File: config.mk
export PLATFORM = sky130hd
export DESIGN_NAME = tx_gap_timer
export DESIGN_NICKNAME = d
export VERILOG_FILES = /design/src/rtl/tx_gap_pkg.sv /design/src/rtl/tx_gap_limit.sv /design/src/rtl/tx_gap_medium.sv /design/src/rtl/tx_gap_counter.sv /design/src/rtl/tx_gap_timer.sv
export SDC_FILE = /design/constraint.sdc
export NUM_CORES = 1
export LEC_CHECK = 0
export BUFFER_PORTS_ARGS = -buffer_cell sky130_fd_sc_hd__buf_2
export CAP_MARGIN = 20
export CORE_ASPECT_RATIO = 1.4
export CORE_MARGIN = 2
export CORE_UTILIZATION = 40
export DETAILED_ROUTE_END_ITERATION = 12
export GPL_ROUTABILITY_DRIVEN = 0
export PLACE_DENSITY = 0.7
export SLEW_MARGIN = 20
export SYNTH_ARGS = -nofsm -noshare
export SYNTH_HDL_FRONTEND = slang
export SYNTH_SLANG_ARGS = --single-unit
File: constraint.sdc
create_clock -name clk -period 6.3 [get_ports clk]
set_input_delay 0.315 -clock clk [delete_from_list [all_inputs] [get_ports clk]]
set_output_delay 0.315 -clock clk [all_outputs]
set_load 0.05 [all_outputs]
File: src/rtl/tx_gap_pkg.sv
// Package: shared constants for the transmit inter-frame deferral timer.
// Assumes: gap lengths are expressed in bit times.
package tx_gap_pkg;
    // Length of the window after gap start in which a collision indication
    // is taken to be an SQE test pulse.
    localparam int unsigned SQE_BITS = 40;
endpackage

File: src/rtl/tx_gap_limit.sv
// Module: tx_gap_limit
// Computes the effective first-part length: zero when the two-part scheme
// is off, otherwise the programmed value clamped to the total gap.
// Assumes: both lengths are static or change only between gaps.
module tx_gap_limit #(
    parameter int unsigned CNT_W = 8
) (
    input  logic             two_part_off,
    input  logic [CNT_W-1:0] ipg_len,
    input  logic [CNT_W-1:0] part1_len,
    output logic [CNT_W-1:0] part1_eff
);
    // Select and clamp the first-part length.
    always_comb begin
        if (two_part_off)
            part1_eff = '0;
        else if (part1_len > ipg_len)
            part1_eff = ipg_len;
        else
            part1_eff = part1_len;
    end
endmodule

File: src/rtl/tx_gap_medium.sv
// Module: tx_gap_medium
// Decides whether the running gap must restart: on own transmission always;
// in half duplex also on carrier or on a collision outside the SQE window,
// but only while the first part has not yet elapsed.
// Assumes: crs and col are already synchronous to clk.
module tx_gap_medium
    import tx_gap_pkg::*;
#(
    parameter int unsigned CNT_W = 8
) (
    input  logic             tx_en,
    input  logic             crs,
    input  logic             col,
    input  logic             full_duplex,
    input  logic [CNT_W-1:0] cnt,
    input  logic [CNT_W-1:0] part1_eff,
    output logic             restart
);
    localparam logic [CNT_W-1:0] SQE_LIM = CNT_W'(SQE_BITS);

    logic in_part1;
    logic sqe_blank;
    logic defer;

    // Classify the gap position and form the restart request.
    always_comb begin
        in_part1  = cnt < part1_eff;
        sqe_blank = cnt < SQE_LIM;
        defer     = !full_duplex && in_part1 && (crs || (col && !sqe_blank));
        restart   = tx_en || defer;
    end
endmodule

File: src/rtl/tx_gap_counter.sv
// Module: tx_gap_counter
// Counts bit-time ticks since the medium went idle, saturating at the gap
// length; a restart request clears it.
// Assumes: bit_tick is at most one cycle wide per bit time.
module tx_gap_counter #(
    parameter int unsigned CNT_W = 8
) (
    input  logic             clk,
    input  logic             rst_n,
    input  logic             bit_tick,
    input  logic             restart,
    input  logic [CNT_W-1:0] ipg_len,
    output logic [CNT_W-1:0] cnt_q
);
    // Advance, clear or hold the gap count.
    always_ff @(posedge clk) begin
        if (!rst_n)
            cnt_q <= '0;
        else if (restart)
            cnt_q <= '0;
        else if (bit_tick && (cnt_q < ipg_len))
            cnt_q <= cnt_q + 1'b1;
    end


    clear_on_restart_chk: assert property (@(posedge clk) disable iff (!rst_n)
        restart |=> (cnt_q == '0));


    hold_without_tick_chk: assert property (@(posedge clk) disable iff (!rst_n)
        (!restart && !bit_tick) |=> $stable(cnt_q));


    single_step_chk: assert property (@(posedge clk) disable iff (!rst_n)
        (!restart && bit_tick) |=> (cnt_q == $past(cnt_q)) || (cnt_q == $past(cnt_q) + 1'b1));
endmodule

File: src/rtl/tx_gap_timer.sv
// Module: tx_gap_timer (top)
// Two-part transmit inter-frame deferral timer: raises tx_ok once a full
// inter-packet gap of bit times has passed without a restart.
// Assumes: synchronous inputs, synchronous active-low reset.
module tx_gap_timer
    import tx_gap_pkg::*;
#(
    parameter int unsigned CNT_W = 8
) (
    input  logic             clk,
    input  logic             rst_n,
    input  logic             bit_tick,
    input  logic             tx_en,
    input  logic             crs,
    input  logic             col,
    input  logic             full_duplex,
    input  logic             two_part_off,
    input  logic [CNT_W-1:0] ipg_len,
    input  logic [CNT_W-1:0] part1_len,
    output logic             tx_ok
);
    localparam logic [CNT_W-1:0] SQE_LIM = CNT_W'(SQE_BITS);

    logic [CNT_W-1:0] part1_eff;
    logic [CNT_W-1:0] cnt;
    logic             restart;

    tx_gap_limit #(.CNT_W(CNT_W)) limit_i (
        .two_part_off (two_part_off),
        .ipg_len      (ipg_len),
        .part1_len    (part1_len),
        .part1_eff    (part1_eff)
    );

    tx_gap_medium #(.CNT_W(CNT_W)) medium_i (
        .tx_en       (tx_en),
        .crs         (crs),
        .col         (col),
        .full_duplex (full_duplex),
        .cnt         (cnt),
        .part1_eff   (part1_eff),
        .restart     (restart)
    );

    tx_gap_counter #(.CNT_W(CNT_W)) counter_i (
        .clk      (clk),
        .rst_n    (rst_n),
        .bit_tick (bit_tick),
        .restart  (restart),
        .ipg_len  (ipg_len),
        .cnt_q    (cnt)
    );

    // Permit transmission once the gap is complete and the line is quiet.
    always_comb begin
        tx_ok = !tx_en && (cnt >= ipg_len);
    end


    no_permit_while_sending_chk: assert property (@(posedge clk) disable iff (!rst_n)
        tx_en |-> !tx_ok);


    full_duplex_quiet_chk: assert property (@(posedge clk) disable iff (!rst_n)
        (full_duplex && !tx_en) |-> !restart);


    one_part_quiet_chk: assert property (@(posedge clk) disable iff (!rst_n)
        (two_part_off && !tx_en) |-> !restart);


    sqe_blank_chk: assert property (@(posedge clk) disable iff (!rst_n)
        ((cnt < SQE_LIM) && !crs && !tx_en) |-> !restart);


    committed_chk: assert property (@(posedge clk) disable iff (!rst_n)
        ((cnt >= part1_eff) && !tx_en) |-> !restart);


    clamp_chk: assert property (@(posedge clk) disable iff (!rst_n)
        part1_eff <= ipg_len);
endmodule

==> results of run 1 <==
## layer usage
layer | wire length [um] | vias to the layer above
li1 | - | 598
met1 | 1250 | 530
met2 | 1410 | 30
met3 | 117 | 12
met4 | 121 | 0
met5 | 0 | -
## final cells by class
| cell class | count | share of cell area (%) |
|---|---|---|
| Clock buffer | 3 | 3.06 |
| Inverter | 12 | 3.34 |
| Multi-Input combinational cell | 117 | 69.4 |
| Sequential cell | 8 | 11.9 |
| Tap cell | 37 | 3.43 |
| Timing Repair Buffer | 24 | 8.90 |
## cells by family (layout without fill, tap and decap cells)
| kind of cell | after synthesis | after routing | share of synthesized area, % |
|---|---|---|---|
| adders and majority gates | 24 | 24 | 25.9 |
| and+or+nand+nor | 36 | 36 | 19.6 |
| muxes | 1 | 1 | 0.862 |
| AOI/OAI and AO/OA | 55 | 55 | 33.6 |
| buffers and inverters | 16 | 39 | 5.50 |
| xor gates and xnor gates | 1 | 1 | 0.754 |
| DFF | 8 | 8 | 13.8 |
## metrics by stage
stage               setup WS (ns)  total power, mW
global placement             2.65            0.106
detailed placement           2.49            0.108
floorplan                    3.09           0.0916
CTS                          2.71            0.168
finish                       2.72            0.168
global route                 2.28            0.179
## Yosys cell counts (2+ instances only)
cell,instances,area share (%)
or3_1,4,2.2
a21o_1,8,5.2
dfxtp_1,8,14
and3_1,3,1.6
inv_1,12,3.9
ha_1,24,26
nor2b_1,2,1.1
clkbuf_1,3,0.97
nor2_1,3,0.97
o31ai_1,2,1.3
a211oi_2,2,2.2
nand2_1,5,1.6
o21ai_0,12,5.2
a21oi_1,11,4.7
a22oi_1,5,3.2
o21a_1,2,1.3
nand4_1,6,3.2
or4_1,2,1.3
or3b_1,7,5.3
## path summary, 6_finish.rpt
path                                   startpoint                              end  slack (ns)
setup / recovery                       ipg_len[6]  counter_i.cnt_q[5]$_SDFFE_PP0P_        2.72
hold / removal    counter_i.cnt_q[7]$_SDFFE_PP0P_  counter_i.cnt_q[7]$_SDFFE_PP0P_        0.54
setup reg to reg  counter_i.cnt_q[3]$_SDFFE_PP0P_  counter_i.cnt_q[5]$_SDFFE_PP0P_        3.94
hold reg to reg   counter_i.cnt_q[7]$_SDFFE_PP0P_  counter_i.cnt_q[7]$_SDFFE_PP0P_        0.54
## worst max-delay path: cells and delay by family
family / cells / cell delay [ns]
compound gates: 7 / 2.21
fa+ha+maj: 2 / 0.57
buf+inv: 2 / 0.15
simple gates: 2 / 0.41
## power breakdown
| group | switching [mW] | total (mW) | internal, mW |
|---|---|---|---|
| registers | 0.000781 | 0.0523 | 0.0516 |
| logic | 0.0301 | 0.0551 | 0.0249 |
| clock network | 0.0197 | 0.0611 | 0.0414 |
==> results.md, run 1 <==
* Outcome: finished clean
* Final setup viols at 0
* Crit Path Max Fanout at 15
* Syn_nets at 189
* Hold buffer count at cts at 0
* Synth-to-Final Area Change at 16.3%
* Antenna fix cells at 0
* Critical Path AT at 3.66 ns
* Mapped Cells at around 140
* Clock Skews at 0.00151 ns
* Post-synthesis sequential area ratio at between 10% and 20%
* Layout cells sized above 1 at 21.3%
* TritonCTS buffer count at 3
* Min-Delay Path Class: reg -> reg
* Maximum vdd drop at 0.0885 mV
* Rows at 23
* Htree depth at 1
* DR WL/cell at 14.4 um
* Placed cell area at roughly 0.0013 mm2
* Clock Sinks at 8
* Slowest cell on the critical path: a211oi_2
* PortBufs at 24
* Initial core utilization at a little over 40%
* Worst R2R Path Depth at 6
* Asr flop ratio synth at 0%
* Initial antenna violation count at 0
* FMAX at about 0.28 GHz
* Placed insts at a little under 200
* Worst-Skew Late Latency at about 0.23 ns
* Hold Slack at roughly 0.54 ns
* I/O pins at 25
* NumNets Final at 214
* Die X at 49.5 um
* Synthesized area per cell at just over 8 um2
* Crit path kind: in -> reg
* Top flop regs: counter_i.cnt_q x8
* Commonest cells after routing, fill and taps aside: 24 x ha_1, 24 x buf_2, 12 x inv_1, 12 x o21ai_0, 11 x a21oi_1
* Antenna-violating nets left at 0
* Rel. slew slack at between 50% and 60%
* Synthesis-stage register bit count at 8
* Vias post-DR at between 1k and 1.5k
* Core footprint at 0.00282 mm2
* Detailed Place HPWL at 2400 um
* Post-synth EDFFs at 0
* PwrDens at ~120 mW/mm2
* Die Span Y at just under 70 um
* Max reg flops at 8
* RSZ-0062 raised after global routing: false
* Avg Vias per Cell at a little under 6
* GRT met3 Usage at under 10%
* GR peak layer: met2
* Crit start category: input port
* DR iter-0 viols at 28
* Ys flop type: dfxtp_1
* Slew at the pin with the worst max-slew slack at about 0.7 ns
* TritonCTS clock tree: yes
* Die area at approximately 0.0034 mm2
* Post-Route Utilization at ~48%
* Most Frequent Cell on Critical Path: ha_1
* FF/Latch Area at about 160 um2
* Pleak at a little over 0.6 nW
* All-Layer GR Usage at a little under a fifth
* TNS Setup at 0 ns
* Hold path cells at 2
* Synth Warn # at 0
* Finished Cell Area at approximately 0.0014 mm2
* Routed wire length at between 2000 and 3000 um
* GR Layer Usage met1 at 19.5%
* CTS max path bufs at 2
* Mapped Area at ~0.0012 mm2
* Required time of the critical path at ~6.4 ns
* Post-CTS Setup Inserts at 0
* Nature of the critical path endpoint: flop
* Tcrit/Tclk final at between 50% and 60%
* Max Slew Vio Count at 0
* Critical-path cell list: buf_2, inv_1, ha_1, nand4_1, a211oi_2, o21ai_0, a21o_1, ha_1, and3_1, a211oi_1, o221ai_1, a21oi_1, a22oi_1
* Met2 global-route usage at roughly 35%
* CTS clk-pin slew, worst paths at approximately 0.04 ns
* CTS resizes at 0
* Distinct cell type count after synthesis at 39
* Finished Layout Cells at 201
* # fillers at 278
* Overflow after GRT at 0
* Max_cap viols at 0
* Most flops, register: counter_i.cnt_q
* Final worst path period need at approximately 3.6 ns
* Global-route wire length before repair at between 4000 and 5000 um
* CTS root buffer: clkbuf_8
* Number of remaining DRC errors at 0
* Pin count of the biggest net entering global routing at 16
* TritonRoute pass-1 iters at 4
* Final hold vios at 0
* Area of the multi-input gates at 937 um2
* Vias in the first global route at around 1.1k
* CP max stage delay at about 0.66 ns
Note: power is estimated with default switching activity, not from simulation.
==> run 2, diff against run 1 <==
--- a/config.mk
+++ b/config.mk
@@ -12,7 +12,7 @@
 export CORE_UTILIZATION = 40
 export DETAILED_ROUTE_END_ITERATION = 12
 export GPL_ROUTABILITY_DRIVEN = 0
-export PLACE_DENSITY = 0.7
+export PLACE_DENSITY = 0.72
 export SLEW_MARGIN = 20
 export SYNTH_ARGS = -nofsm -noshare
 export SYNTH_HDL_FRONTEND = slang
==> constraint.sdc (replaced) <==
create_clock -name clk -period 3.1 [get_ports clk]
set_input_delay 0.155 -clock clk [delete_from_list [all_inputs] [get_ports clk]]
set_output_delay 0.155 -clock clk [all_outputs]
set_load 0.05 [all_outputs]
==> run 2 against run 1 <==
Final cell count up 2.0%. Wire length rose by 3.1%. Core utilization increased by 1.6 points. Register-to-register slack worse by 3.2 ns. Count of clock-buffer cells in the layout unchanged. Worst setup slack lost 2.5 ns. Design area grew 3.3%.
==> results.md, run 2 (synthesis gave the netlist of run 1 again) <==
* Outcome: finished clean
* Clock Skews at 0.00217 ns (+0.000663 ns)
* Crit Path Max Fanout at 8 (-7)
* Antenna fix cells at 0 (unchanged)
* Synth-to-Final Area Change at 20.2%
* Htree depth at 1 (unchanged)
* Internal power at 0.245 mW (+110%)
* Final worst path period need at just under 3 ns
* Vias in the first global route at 1,131 (+0.98%)
* GR Layer Usage met1 at 19.1% (-0.43 points)
* Rows at 23 (unchanged)
* GRT met3 Usage at 1.99% (unchanged)
* Routed wire length at 2980 um (+3.1%)
* Detailed Place HPWL at 2470 um (+2.9%)
* TNS Setup at 0 ns (unchanged)
* Nature of the critical path endpoint: flop
* TritonCTS buffer count at 3 (unchanged)
* Number of remaining DRC errors at 0 (unchanged)
* Antenna-violating nets left at 0 (unchanged)
* Clock Sinks at 8 (unchanged)
* Commonest cells after routing, fill and taps aside: 24 x ha_1, 24 x buf_2, 12 x inv_1
* Core footprint at 0.00282 mm2 (unchanged)
* RSZ-0062 raised after global routing: false
* I/O pins at 25 (unchanged)
* PortBufs at 24 (unchanged)
* Avg Vias per Cell at 6.00 (+3.0%)
* TritonCTS clock tree: yes
* Most flops, register: counter_i.cnt_q
* Max reg flops at 8 (unchanged)
* Die Span Y at 67.8 um (unchanged)
* Clock share of power at 35.2% (-1.1 points)
* Sw Ratio at 30.4% (+0.35 points)
* CTS root buffer: clkbuf_8
* TritonRoute pass-1 iters at 4 (unchanged)
* Finished Cell Area at 0.00140 mm2 (+3.3%)
* Top flop regs: counter_i.cnt_q x8
* Critical R2R Launch: counter_i.cnt_q[3]$_SDFFE_PP0P_
* Global-route wire length before repair at 4790 um (+2.0%)
* Initial core utilization at 41.2% (unchanged)
* All-Layer GR Usage at 18.2% (+0.18 points)
* PwrDens at 253 mW/mm2 (+100%)
* Worst slack after detailed placement at -0.0813 ns (-2.57 ns)
* Switching Power at 0.107 mW (+110%)
* DR iter-0 viols at 38 (+36%)
* Tcrit/Tclk final at between 90% and 100%
* Min-Delay Path Class: in -> reg
* Rel. slew slack at 65.2% (+13 points)
* Die area at 0.00336 mm2 (unchanged)
* # fillers at 286 (+2.9%)
* Pleak at 0.639 nW (+3.4%)
* Placed insts at 202 (+2.0%)
* GR peak layer: met2
* CTS max path bufs at 2 (unchanged)
* Initial antenna violation count at 0 (unchanged)
* Placed cell area at 0.00134 mm2 (+2.3%)
* FMAX at ~0.35 GHz
* Slew at the pin with the worst max-slew slack at 0.520 ns (-0.188 ns)
* Final hold vios at 0 (unchanged)
* Overflow after GRT at 0 (unchanged)
* Die X at 49.5 um (unchanged)
* Max Slew Vio Count at 0 (unchanged)
* Maximum vdd drop at 0.218 mV (+150%)
* Critical Path AT at 2.97 ns (-0.69 ns)
* Vias post-DR at 1,229 (+5.0%)
* Met2 global-route usage at 36.7% (+2.2 points)
* Crit start category: input port
* CTS clk-pin slew, worst paths at 0.04 ns (about the same)
* Area of the multi-input gates at 952 um2 (+1.6%)
* DR WL/cell at 14.6 um (+1.1%)
* Slack of the critical path at 0.208 ns (-2.51 ns)
* Crit path kind: in -> reg
* Required time of the critical path at 3.18 ns (-3.19 ns)
* Hold path cells at 4 (+2)
* FF/Latch Area at 160 um2 (unchanged)
* Max_cap viols at 0 (unchanged)
* Hold Slack at 0.471 ns (-0.0690 ns)
* Worst-Skew Late Latency at 0.23 ns (about the same)
* Logic pwr share at 34.5% (+1.8 points)
* NumNets Final at 218 (+1.9%)
* Setup crit start: ipg_len[1]
* Final setup viols at 0 (unchanged)
* Worst R2R Path Depth at 6 (unchanged)
* Pin count of the biggest net entering global routing at 15 (-1)
* Layout cells sized above 1 at 23.8% (+2.5 points)
* Worst Min Path Start: bit_tick
* Sequential power share at 30.3% (-0.8 points)
* Finished Layout Cells at 205 (+2.0%)
run 2: final cells by class:
cell class | count | share of cell area, %
multi-input combinational | 117 | 68.3
sequential | 8 | 11.5
timing repair buffer | 28 | 10.8
tap | 37 | 3.32
inverter | 12 | 3.23
clock buffer | 3 | 2.96
run 2: power by group through the flow:
stage / sequential, mW / combinational (mW) / clock [mW]
3_3_place_gp: 0.108 / 0.113 / 0
4_1_cts: 0.107 / 0.119 / 0.126
5_1_grt: 0.107 / 0.138 / 0.130
2_1_floorplan: 0.108 / 0.0784 / 0
3_5_place_dp: 0.108 / 0.119 / 0
6_report: 0.107 / 0.122 / 0.124
run 2: path summary, 6_finish.rpt:
kind                                      to  slack [ns]
max reg2reg  counter_i.cnt_q[5]$_SDFFE_PP0P_        0.72
min          counter_i.cnt_q[0]$_SDFFE_PP0P_        0.47
max          counter_i.cnt_q[2]$_SDFFE_PP0P_        0.21
min reg2reg  counter_i.cnt_q[7]$_SDFFE_PP0P_        0.57
run 2: worst max-delay path, cell delays in order:
cell and delay, ns:
buf_2 0.08, inv_1 0.05, ha_1 0.30, nor2b_1 0.13
o211ai_1 0.24, a211oi_2 0.18, or3b_1 0.40, a21o_1 0.19
ha_1 0.28, and3_1 0.22, a211oi_2 0.21, o221ai_1 0.13
a21oi_1 0.14, buf_4 0.18, a22oi_1 0.10
run 2: what timing repair did:
action                                  CTS  global route
buffers inserted                          0             0
endpoints found under the setup margin    0             8
gates resized for setup                   0             3
endpoints found under the hold margin     0             0
hold buffers                              0             0
run 2: layer usage:
| metal | up-vias | share of wire [%] |
|---|---|---|
| met5 | - | 0 |
| met1 | 582 | 39 |
| li1 | 604 | - |
| met2 | 37 | 55 |
| met3 | 6 | 3.7 |
| met4 | 0 | 1.9 |
run 2: stage by stage:
step	utilization, %	power (mW)
final	49.5	0.352
after CTS	48.9	0.352
after floorplan	-	0.186
after detailed placement	47.5	0.227
after global routing	49.5	0.374
after global placement	47.5	0.221
